===== src/rtl/pnet_pkg.sv =====
package pnet_pkg;

  // Strobes issued by the control half to the datapath half.
  typedef struct packed {
    logic load;     // take the marking from the load inputs
    logic fire;     // commit the selected transition's firing
    logic advance;  // a step cycle occurred (LFSR moves)
  } pnStrobe_t;

  // 8-bit Fibonacci LFSR step used by the scheduler.
  function automatic logic [7:0] lfsrNext(input logic [7:0] s);
    return {s[6:0], s[7] ^ s[5] ^ s[4] ^ s[3]};
  endfunction

endpackage


===== src/rtl/pnet_ctrl.sv =====
module pnet_ctrl
  import pnet_pkg::*;
#(
  parameter int NUM_PLACES = 4,
  parameter int NUM_CTRL   = 4,
  parameter int NUM_DATA   = 2,
  parameter int WGT_W      = 2,
  parameter int CNT_W      = 4,
  parameter int DATA_W     = 8,
  parameter logic [7:0] LFSR_SEED = 8'h01,
  parameter int PIDX_W     = (NUM_PLACES > 1) ? $clog2(NUM_PLACES) : 1,
  parameter int CIDX_W     = (NUM_CTRL > 1) ? $clog2(NUM_CTRL) : 1
) (
  input  logic                              clk,
  input  logic                              rstN,
  input  logic                              stepEn,
  input  logic                              loadEn,
  input  logic [NUM_PLACES*CNT_W-1:0]       tokFlat,
  input  logic [NUM_PLACES*DATA_W-1:0]      valFlat,
  input  logic [NUM_CTRL*NUM_PLACES*WGT_W-1:0] preW,
  input  logic [NUM_CTRL-1:0]               guardEn,
  input  logic [NUM_CTRL*PIDX_W-1:0]        guardPlace,
  input  logic [NUM_CTRL*DATA_W-1:0]        guardLabel,
  input  logic [NUM_DATA*NUM_CTRL-1:0]      linkArcs,
  output logic [NUM_CTRL-1:0]               enabledVec,
  output logic                              deadlock,
  output pnStrobe_t                         strobe,
  output logic [CIDX_W-1:0]                 fireIdx,
  output logic [NUM_DATA-1:0]               dataFire
);

  // Enabling: token thresholds and optional equality guard per transition.
  for (genvar t = 0; t < NUM_CTRL; t++) begin : g_enable
    logic tokOk;
    logic guardOk;
    logic [PIDX_W-1:0] gPlace;

    assign gPlace = guardPlace[t*PIDX_W +: PIDX_W];

    always_comb begin
      tokOk = 1'b1;
      for (int p = 0; p < NUM_PLACES; p++) begin
        if (preW[(t*NUM_PLACES+p)*WGT_W +: WGT_W] != '0 &&
            int'(tokFlat[p*CNT_W +: CNT_W]) < int'(preW[(t*NUM_PLACES+p)*WGT_W +: WGT_W]))
          tokOk = 1'b0;
      end
    end

    assign guardOk = !guardEn[t] ||
                     (valFlat[int'(gPlace)*DATA_W +: DATA_W] == guardLabel[t*DATA_W +: DATA_W]);
    assign enabledVec[t] = tokOk && guardOk;
  end

  assign deadlock = ~|enabledVec;

  // Scheduler: LFSR-chosen start, cyclic upward search for an enabled one.
  logic [7:0] lfsr;
  int         startIdx;
  logic       found;

  always_comb begin
    startIdx = int'(lfsr) % NUM_CTRL;
    found    = 1'b0;
    fireIdx  = '0;
    for (int k = 0; k < NUM_CTRL; k++) begin
      if (!found && enabledVec[(startIdx + k) % NUM_CTRL]) begin
        found   = 1'b1;
        fireIdx = CIDX_W'((startIdx + k) % NUM_CTRL);
      end
    end
  end

  always_comb begin
    strobe.load    = loadEn;
    strobe.advance = stepEn && !loadEn;
    strobe.fire    = stepEn && !loadEn && found;
  end

  always_ff @(posedge clk or negedge rstN) begin
    if (!rstN)               lfsr <= LFSR_SEED;
    else if (strobe.advance) lfsr <= lfsrNext(lfsr);
  end

  // Data transitions follow the fired control transition via link arcs.
  for (genvar d = 0; d < NUM_DATA; d++) begin : g_link
    assign dataFire[d] = strobe.fire && linkArcs[d*NUM_CTRL + int'(fireIdx)];
  end

endmodule


===== src/rtl/pnet_datapath.sv =====
module pnet_datapath
  import pnet_pkg::*;
#(
  parameter int NUM_PLACES = 4,
  parameter int NUM_CTRL   = 4,
  parameter int NUM_DATA   = 2,
  parameter int WGT_W      = 2,
  parameter int CNT_W      = 4,
  parameter int TOK_CAP    = 12,
  parameter int DATA_W     = 8,
  parameter int CIDX_W     = (NUM_CTRL > 1) ? $clog2(NUM_CTRL) : 1
) (
  input  logic                              clk,
  input  logic                              rstN,
  input  pnStrobe_t                         strobe,
  input  logic [CIDX_W-1:0]                 fireIdx,
  input  logic [NUM_DATA-1:0]               dataFire,
  input  logic [NUM_CTRL*NUM_PLACES*WGT_W-1:0] preW,
  input  logic [NUM_CTRL*NUM_PLACES*WGT_W-1:0] postW,
  input  logic [NUM_DATA*NUM_PLACES*WGT_W-1:0] dataInW,
  input  logic [NUM_DATA*NUM_PLACES*WGT_W-1:0] dataOutW,
  input  logic [NUM_PLACES*CNT_W-1:0]       loadTok,
  input  logic [NUM_PLACES*DATA_W-1:0]      loadVal,
  output logic [NUM_PLACES*CNT_W-1:0]       tokFlat,
  output logic [NUM_PLACES*DATA_W-1:0]      valFlat,
  output logic                              fireValid,
  output logic [CIDX_W-1:0]                 firedIdx,
  output logic                              overflow
);

  localparam int TOKX_W = CNT_W + 2;
  localparam int SUM_W  = DATA_W + WGT_W + $clog2(NUM_PLACES) + 1;
  localparam int PROD_W = SUM_W + WGT_W;
  localparam logic [DATA_W-1:0] DATA_MAX = '1;

  logic [CNT_W-1:0]  tok      [NUM_PLACES];
  logic [DATA_W-1:0] val      [NUM_PLACES];
  logic [CNT_W-1:0]  tokNext  [NUM_PLACES];
  logic [CNT_W-1:0]  tokLoad  [NUM_PLACES];
  logic [DATA_W-1:0] valNext  [NUM_PLACES];
  logic [NUM_PLACES-1:0] tokOv;
  logic [SUM_W-1:0]  dSum     [NUM_DATA];
  logic              dataOv;

  // Token update with saturation at TOK_CAP, one lane per place.
  for (genvar p = 0; p < NUM_PLACES; p++) begin : g_tok
    logic [TOKX_W-1:0] raw;
    logic [TOKX_W-1:0] ldExt;
    assign raw = TOKX_W'(tok[p])
               - TOKX_W'(preW[(int'(fireIdx)*NUM_PLACES+p)*WGT_W +: WGT_W])
               + TOKX_W'(postW[(int'(fireIdx)*NUM_PLACES+p)*WGT_W +: WGT_W]);
    assign tokOv[p]   = raw > TOKX_W'(TOK_CAP);
    assign tokNext[p] = tokOv[p] ? CNT_W'(TOK_CAP) : CNT_W'(raw);
    assign ldExt      = TOKX_W'(loadTok[p*CNT_W +: CNT_W]);
    assign tokLoad[p] = (ldExt > TOKX_W'(TOK_CAP)) ? CNT_W'(TOK_CAP) : CNT_W'(ldExt);
    assign tokFlat[p*CNT_W +: CNT_W]   = tok[p];
    assign valFlat[p*DATA_W +: DATA_W] = val[p];
  end

  // Weighted input sum of each data transition over pre-step values.
  for (genvar d = 0; d < NUM_DATA; d++) begin : g_sum
    always_comb begin
      dSum[d] = '0;
      for (int p = 0; p < NUM_PLACES; p++)
        dSum[d] = dSum[d] + SUM_W'(val[p]) *
                  SUM_W'(dataInW[(d*NUM_PLACES+p)*WGT_W +: WGT_W]);
    end
  end

  // Output writes; later (higher-indexed) data transitions override.
  logic [PROD_W-1:0] prod;
  logic [WGT_W-1:0]  wOut;
  always_comb begin
    dataOv = 1'b0;
    prod   = '0;
    wOut   = '0;
    for (int p = 0; p < NUM_PLACES; p++) valNext[p] = val[p];
    for (int d = 0; d < NUM_DATA; d++) begin
      for (int p = 0; p < NUM_PLACES; p++) begin
        wOut = dataOutW[(d*NUM_PLACES+p)*WGT_W +: WGT_W];
        prod = PROD_W'(dSum[d]) * PROD_W'(wOut);
        if (dataFire[d] && wOut != '0) begin
          if (prod > PROD_W'(DATA_MAX)) begin
            valNext[p] = DATA_MAX;
            dataOv     = 1'b1;
          end else begin
            valNext[p] = DATA_W'(prod);
          end
        end
      end
    end
  end

  always_ff @(posedge clk or negedge rstN) begin
    if (!rstN) begin
      for (int p = 0; p < NUM_PLACES; p++) begin
        tok[p] <= '0;
        val[p] <= '0;
      end
      fireValid <= 1'b0;
      firedIdx  <= '0;
      overflow  <= 1'b0;
    end else if (strobe.load) begin
      for (int p = 0; p < NUM_PLACES; p++) begin
        tok[p] <= tokLoad[p];
        val[p] <= loadVal[p*DATA_W +: DATA_W];
      end
      fireValid <= 1'b0;
      overflow  <= 1'b0;
    end else if (strobe.fire) begin
      for (int p = 0; p < NUM_PLACES; p++) begin
        tok[p] <= tokNext[p];
        val[p] <= valNext[p];
      end
      fireValid <= 1'b1;
      firedIdx  <= fireIdx;
      overflow  <= (|tokOv) || dataOv;
    end else begin
      fireValid <= 1'b0;
      overflow  <= 1'b0;
    end
  end

endmodule


===== src/rtl/pnet_step_engine.sv =====
module pnet_step_engine
  import pnet_pkg::*;
#(
  parameter int NUM_PLACES = 4,
  parameter int NUM_CTRL   = 4,
  parameter int NUM_DATA   = 2,
  parameter int WGT_W      = 2,
  parameter int CNT_W      = 4,
  parameter int TOK_CAP    = 12,
  parameter int DATA_W     = 8,
  parameter logic [7:0] LFSR_SEED = 8'h01,
  parameter int PIDX_W     = (NUM_PLACES > 1) ? $clog2(NUM_PLACES) : 1,
  parameter int CIDX_W     = (NUM_CTRL > 1) ? $clog2(NUM_CTRL) : 1
) (
  input  logic                                 clk,
  input  logic                                 rstN,
  input  logic                                 stepEn,
  input  logic                                 loadEn,
  input  logic [NUM_PLACES*CNT_W-1:0]          loadTok,
  input  logic [NUM_PLACES*DATA_W-1:0]         loadVal,
  input  logic [NUM_CTRL*NUM_PLACES*WGT_W-1:0] preW,
  input  logic [NUM_CTRL*NUM_PLACES*WGT_W-1:0] postW,
  input  logic [NUM_CTRL-1:0]                  guardEn,
  input  logic [NUM_CTRL*PIDX_W-1:0]           guardPlace,
  input  logic [NUM_CTRL*DATA_W-1:0]           guardLabel,
  input  logic [NUM_DATA*NUM_PLACES*WGT_W-1:0] dataInW,
  input  logic [NUM_DATA*NUM_PLACES*WGT_W-1:0] dataOutW,
  input  logic [NUM_DATA*NUM_CTRL-1:0]         linkArcs,
  output logic [NUM_PLACES*CNT_W-1:0]          tokens,
  output logic [NUM_PLACES*DATA_W-1:0]         values,
  output logic [NUM_CTRL-1:0]                  enabledVec,
  output logic                                 deadlock,
  output logic                                 fireValid,
  output logic [CIDX_W-1:0]                    firedIdx,
  output logic                                 overflow
);

  pnStrobe_t           strobe;
  logic [CIDX_W-1:0]   fireIdx;
  logic [NUM_DATA-1:0] dataFire;

  pnet_ctrl #(
    .NUM_PLACES(NUM_PLACES), .NUM_CTRL(NUM_CTRL), .NUM_DATA(NUM_DATA),
    .WGT_W(WGT_W), .CNT_W(CNT_W), .DATA_W(DATA_W), .LFSR_SEED(LFSR_SEED),
    .PIDX_W(PIDX_W), .CIDX_W(CIDX_W)
  ) u_ctrl (
    .clk(clk), .rstN(rstN), .stepEn(stepEn), .loadEn(loadEn),
    .tokFlat(tokens), .valFlat(values), .preW(preW),
    .guardEn(guardEn), .guardPlace(guardPlace), .guardLabel(guardLabel),
    .linkArcs(linkArcs), .enabledVec(enabledVec), .deadlock(deadlock),
    .strobe(strobe), .fireIdx(fireIdx), .dataFire(dataFire)
  );

  pnet_datapath #(
    .NUM_PLACES(NUM_PLACES), .NUM_CTRL(NUM_CTRL), .NUM_DATA(NUM_DATA),
    .WGT_W(WGT_W), .CNT_W(CNT_W), .TOK_CAP(TOK_CAP), .DATA_W(DATA_W),
    .CIDX_W(CIDX_W)
  ) u_dp (
    .clk(clk), .rstN(rstN), .strobe(strobe), .fireIdx(fireIdx),
    .dataFire(dataFire), .preW(preW), .postW(postW),
    .dataInW(dataInW), .dataOutW(dataOutW),
    .loadTok(loadTok), .loadVal(loadVal),
    .tokFlat(tokens), .valFlat(values),
    .fireValid(fireValid), .firedIdx(firedIdx), .overflow(overflow)
  );

endmodule


===== config.mk =====
export PLATFORM = sky130hd
export DESIGN_NAME = pnet_step_engine
export DESIGN_NICKNAME = d
export VERILOG_FILES = /design/src/rtl/pnet_pkg.sv /design/src/rtl/pnet_ctrl.sv /design/src/rtl/pnet_datapath.sv /design/src/rtl/pnet_step_engine.sv
export SDC_FILE = /design/constraint.sdc
export NUM_CORES = 1
export LEC_CHECK = 0
export BUFFER_PORTS_ARGS = -buffer_cell sky130_fd_sc_hd__buf_2
export CAP_MARGIN = 20
export CELL_PAD_IN_SITES_DETAIL_PLACEMENT = 0
export CELL_PAD_IN_SITES_GLOBAL_PLACEMENT = 1
export CORE_MARGIN = 2
export CORE_UTILIZATION = 40
export CTS_BUF_LIST = sky130_fd_sc_hd__clkbuf_16
export CTS_CLUSTER_SIZE = 10
export DETAILED_ROUTE_END_ITERATION = 6
export PLACE_DENSITY_LB_ADDON = 0.1
export SYNTH_ARGS = -nofsm -noshare
export SYNTH_HDL_FRONTEND = slang
export SYNTH_SLANG_ARGS = --single-unit

===== constraint.sdc =====
create_clock -name clk -period 7.2 [get_ports clk]
set_clock_uncertainty 0.2 [all_clocks]
set_input_delay 1.08 -clock clk [delete_from_list [all_inputs] [get_ports clk]]
set_output_delay 1.08 -clock clk [all_outputs]
set_load 0.01 [all_outputs]

==> impl_results.md <==
- P&R area growth vs syn: 31.62%
- Synthesized cell area: 0.01457 mm2
- CTS tree: done
- Iter 0 DRT Violations: 934
- Post-DP HPWL: 42810 um
- Clk sink count: 60
- EDFF count, synth: 0
- Vias in the first global route: 14340
- Relative slew slack: 32.55%
- RR Startpoint: u_dp.valFlat[10]
- Arrival @ worst endpoint: 7260 ps
- CP Class: in -> reg
- Finished Core Util: 53.65%
- Io pins: 257
- Dpl ws: -672.7 ps
- Clock Latency Late Sink: 360 ps
- Worst Path Max Fanout: 8
- Min Clock Period, post-route: 7226 ps
- Storage element area: 0.001503 mm2
- Syn. warnings: 0
- Reg2reg end: u_dp.valFlat[12]
- First-pass detailed-route iteration total: 6
- First-pass GRT wire length: 81720 um
- Final setup viols: 2
- Synth Net Count: 2203
- Yosys reg bits: 60
- Crit path capture: u_dp.valFlat[12]
- Crit path launch: dataInW[1]
- Setup TNS: -32.22 ps
- Fillers: 3469
- CTS buffer count: 9
- Most frequent cells in the layout: buf_2 (252), and2_1 (224), buf_4 (222), inv_1 (189), ha_1 (159)
- Placer congestion estimate: 0.9687
- Die W: 194.8 um
- Total GRT Usage: 28.07%
- Total gr overflow: 0
- CP endpoint kind: flop
- Critical path startpoint category: input port
- Synthesized area per cell: 8.406 um2
- Slew @ Worst Pin: 1007 ps
- Final Routed Wirelength: 54180 um
- Final worst slack: -26.01 ps
- DRC violations left: 0
- H-Tree Level Count: 3
- Clock root buffer: clkbuf_16
- Gate Count Post-Synth: 1733
- Commonest non-fill, non-tap cell in the layout: buf_2
- Multi-input logic area: 0.01296 mm2
- Worst r2r path cells: 27
- Reg2Reg Setup Slack: 40 ps
- Core Rows: 69
- Post-synth ARST share: 100.0%
- Die H: 194.8 um
- Via/cell ratio: 5.508
- Clock transition at the registers of the reported paths: 60 ps
- Status: finished, violations left
- Nets: 2641
- Maxcap violations: 0
- Largest net degree at the start of global routing: 77
- Library cells used by synthesis: 75
- Final Hold Vio Count: 0
- Main flop type after synthesis: dfrtp_1
- Max Clk Rate: 138.4 MHz
- Via Count: 14540
- Share of cells above drive strength 1: 32.95%
- RSZ-0062 raised after global routing: yes
- Total core area: 0.03574 mm2
- Initial Utilization: 40.76%
- Antenna-violating nets left: 0
- Worst min path class: reg -> reg
- Req. time, crit path: 7240 ps
- Maximum buffer depth of the clock tree: 2
- Slew Viols, Final: 0
- Failing checks: setup timing
- IO Port Bufs: 256
- Crit share post-route: 100.4%
- Die area: 0.03796 mm2
- DR WL/cell: 20.53 um
- Register area share after synthesis: 10.32%
- Initial antenna violation count: 5
==> registers in the layout, indices dropped and copies added (netlist names) <==
register,count
u_ctrl.lfsr,8
u_dp.fireValid,1
u_dp.tokFlat,16
u_dp.valFlat,32
u_dp.overflow,1
u_dp.firedIdx,2
==> area by class of cell <==
type                    count  area share (%)
well taps                 461           3.008
flip-flops and latches     60           7.837
multi-input cells        1419           67.60
inverters                 197           3.856
clock inverters             7          0.4829
clock buffers               9           1.175
repair buffers            484           16.01
diodes                      2         0.02610
==> logic make-up (layout without fill, tap and decap cells) <==
kind of cell / after synthesis / after routing / synth area share, %
compound gates: 363 / 363 / 17.12
xor+xnor: 112 / 112 / 6.940
fa+ha+maj: 270 / 270 / 28.03
buf+inv: 254 / 697 / 6.708
flops: 60 / 60 / 10.32
mux: 95 / 95 / 9.585
other cells: 0 / 2 / 0
simple gates: 579 / 579 / 21.30
==> worst max-delay path, cell delays in order <==
cell and delay, ps:
buf_6 100, and2_4 130, fa_1 550, inv_2 50, fa_1 520, fa_2 590, inv_2 40, fa_1 550
ha_1 240, a21o_1 200, a21oi_2 150, o21ai_2 70, a21oi_2 200, nor2b_4 50, o21a_1 210, o21ai_2 130
nand2b_1 80, a21oi_2 190, xnor2_2 190, and2_1 180, ha_1 220, or4_4 530, nor2_4 150, nand3_4 180
a211oi_4 290, o31ai_2 90, mux2_4 290
==> metal layers <==
metal	wire length, um	GRT usage [%]	share of wire [%]	up-vias
li1	-	-	-	6886
met1	23880	38.46	44	7105
met2	25190	45.65	46	465
met3	3036	3.037	5.6	80
met4	2072	10.66	3.8	0
met5	0	0	0	-
==> cell usage after synthesis, types with 10 or more instances <==
master / number / share of area [%]
a31oi_1: 19 / 0.82
mux2i_1: 27 / 1.9
fa_1: 94 / 13
inv_1: 196 / 5.1
xnor2_1: 84 / 5.1
a211oi_1: 11 / 0.57
nand4_1: 12 / 0.52
o22ai_1: 10 / 0.43
nand2b_1: 10 / 0.43
ha_1: 176 / 15
nor2b_1: 35 / 1.5
nand2_1: 156 / 4.0
mux2_2: 34 / 2.6
a221oi_1: 10 / 0.60
nor4_1: 17 / 0.73
nand3_1: 11 / 0.38
a21o_1: 27 / 1.4
mux4_2: 32 / 4.9
a211o_1: 15 / 0.90
clkbuf_1: 42 / 1.1
o21ai_0: 80 / 2.7
a2111oi_0: 13 / 0.78
nor3b_1: 10 / 0.52
xor2_1: 26 / 1.6
nor2_1: 61 / 1.6
a21oi_1: 70 / 2.4
o31ai_1: 11 / 0.57
dfrtp_1: 59 / 10
and2_1: 234 / 10
o21bai_1: 19 / 0.98
==> metrics by stage <==
stage	hold WS [ps]	cell area, um2	instances
after floorplan	275.0	14600	1733
after global placement	279.7	17850	2606
after detailed placement	290.8	17850	2606
after CTS	302.8	18440	2624
after global routing	335.2	19170	2638
final	299.4	19170	2639
==> worst min-delay path by stage <==
| stage | start | to | slack (ps) | cells after the start |
|---|---|---|---|---|
| final | u_dp.firedIdx[1] | u_dp.firedIdx[1] | 300 | 1 |
| after global placement | u_ctrl.lfsr[6] | u_ctrl.lfsr[7] | 280 | 1 |
| after floorplan | u_ctrl.lfsr[2] | u_ctrl.lfsr[3] | 270 | 1 |
| after global routing | u_dp.firedIdx[1] | u_dp.firedIdx[1] | 340 | 1 |
| after detailed placement | u_dp.firedIdx[1] | u_dp.firedIdx[1] | 290 | 1 |
| after CTS | u_dp.firedIdx[1] | u_dp.firedIdx[1] | 300 | 1 |
==> repair_timing <==
| item | CTS | global route |
|---|---|---|
| hold buffers | 0 | 0 |
| setup endpoints to repair | 33 | 33 |
| pin swaps | 39 | 92 |
| setup buffers | 2 | 15 |
| gates resized for setup | 52 | 126 |
Power is left out: the tool's default activity adds up to more than one toggle a clock period on the data nets, which glitch-free logic cannot reach.
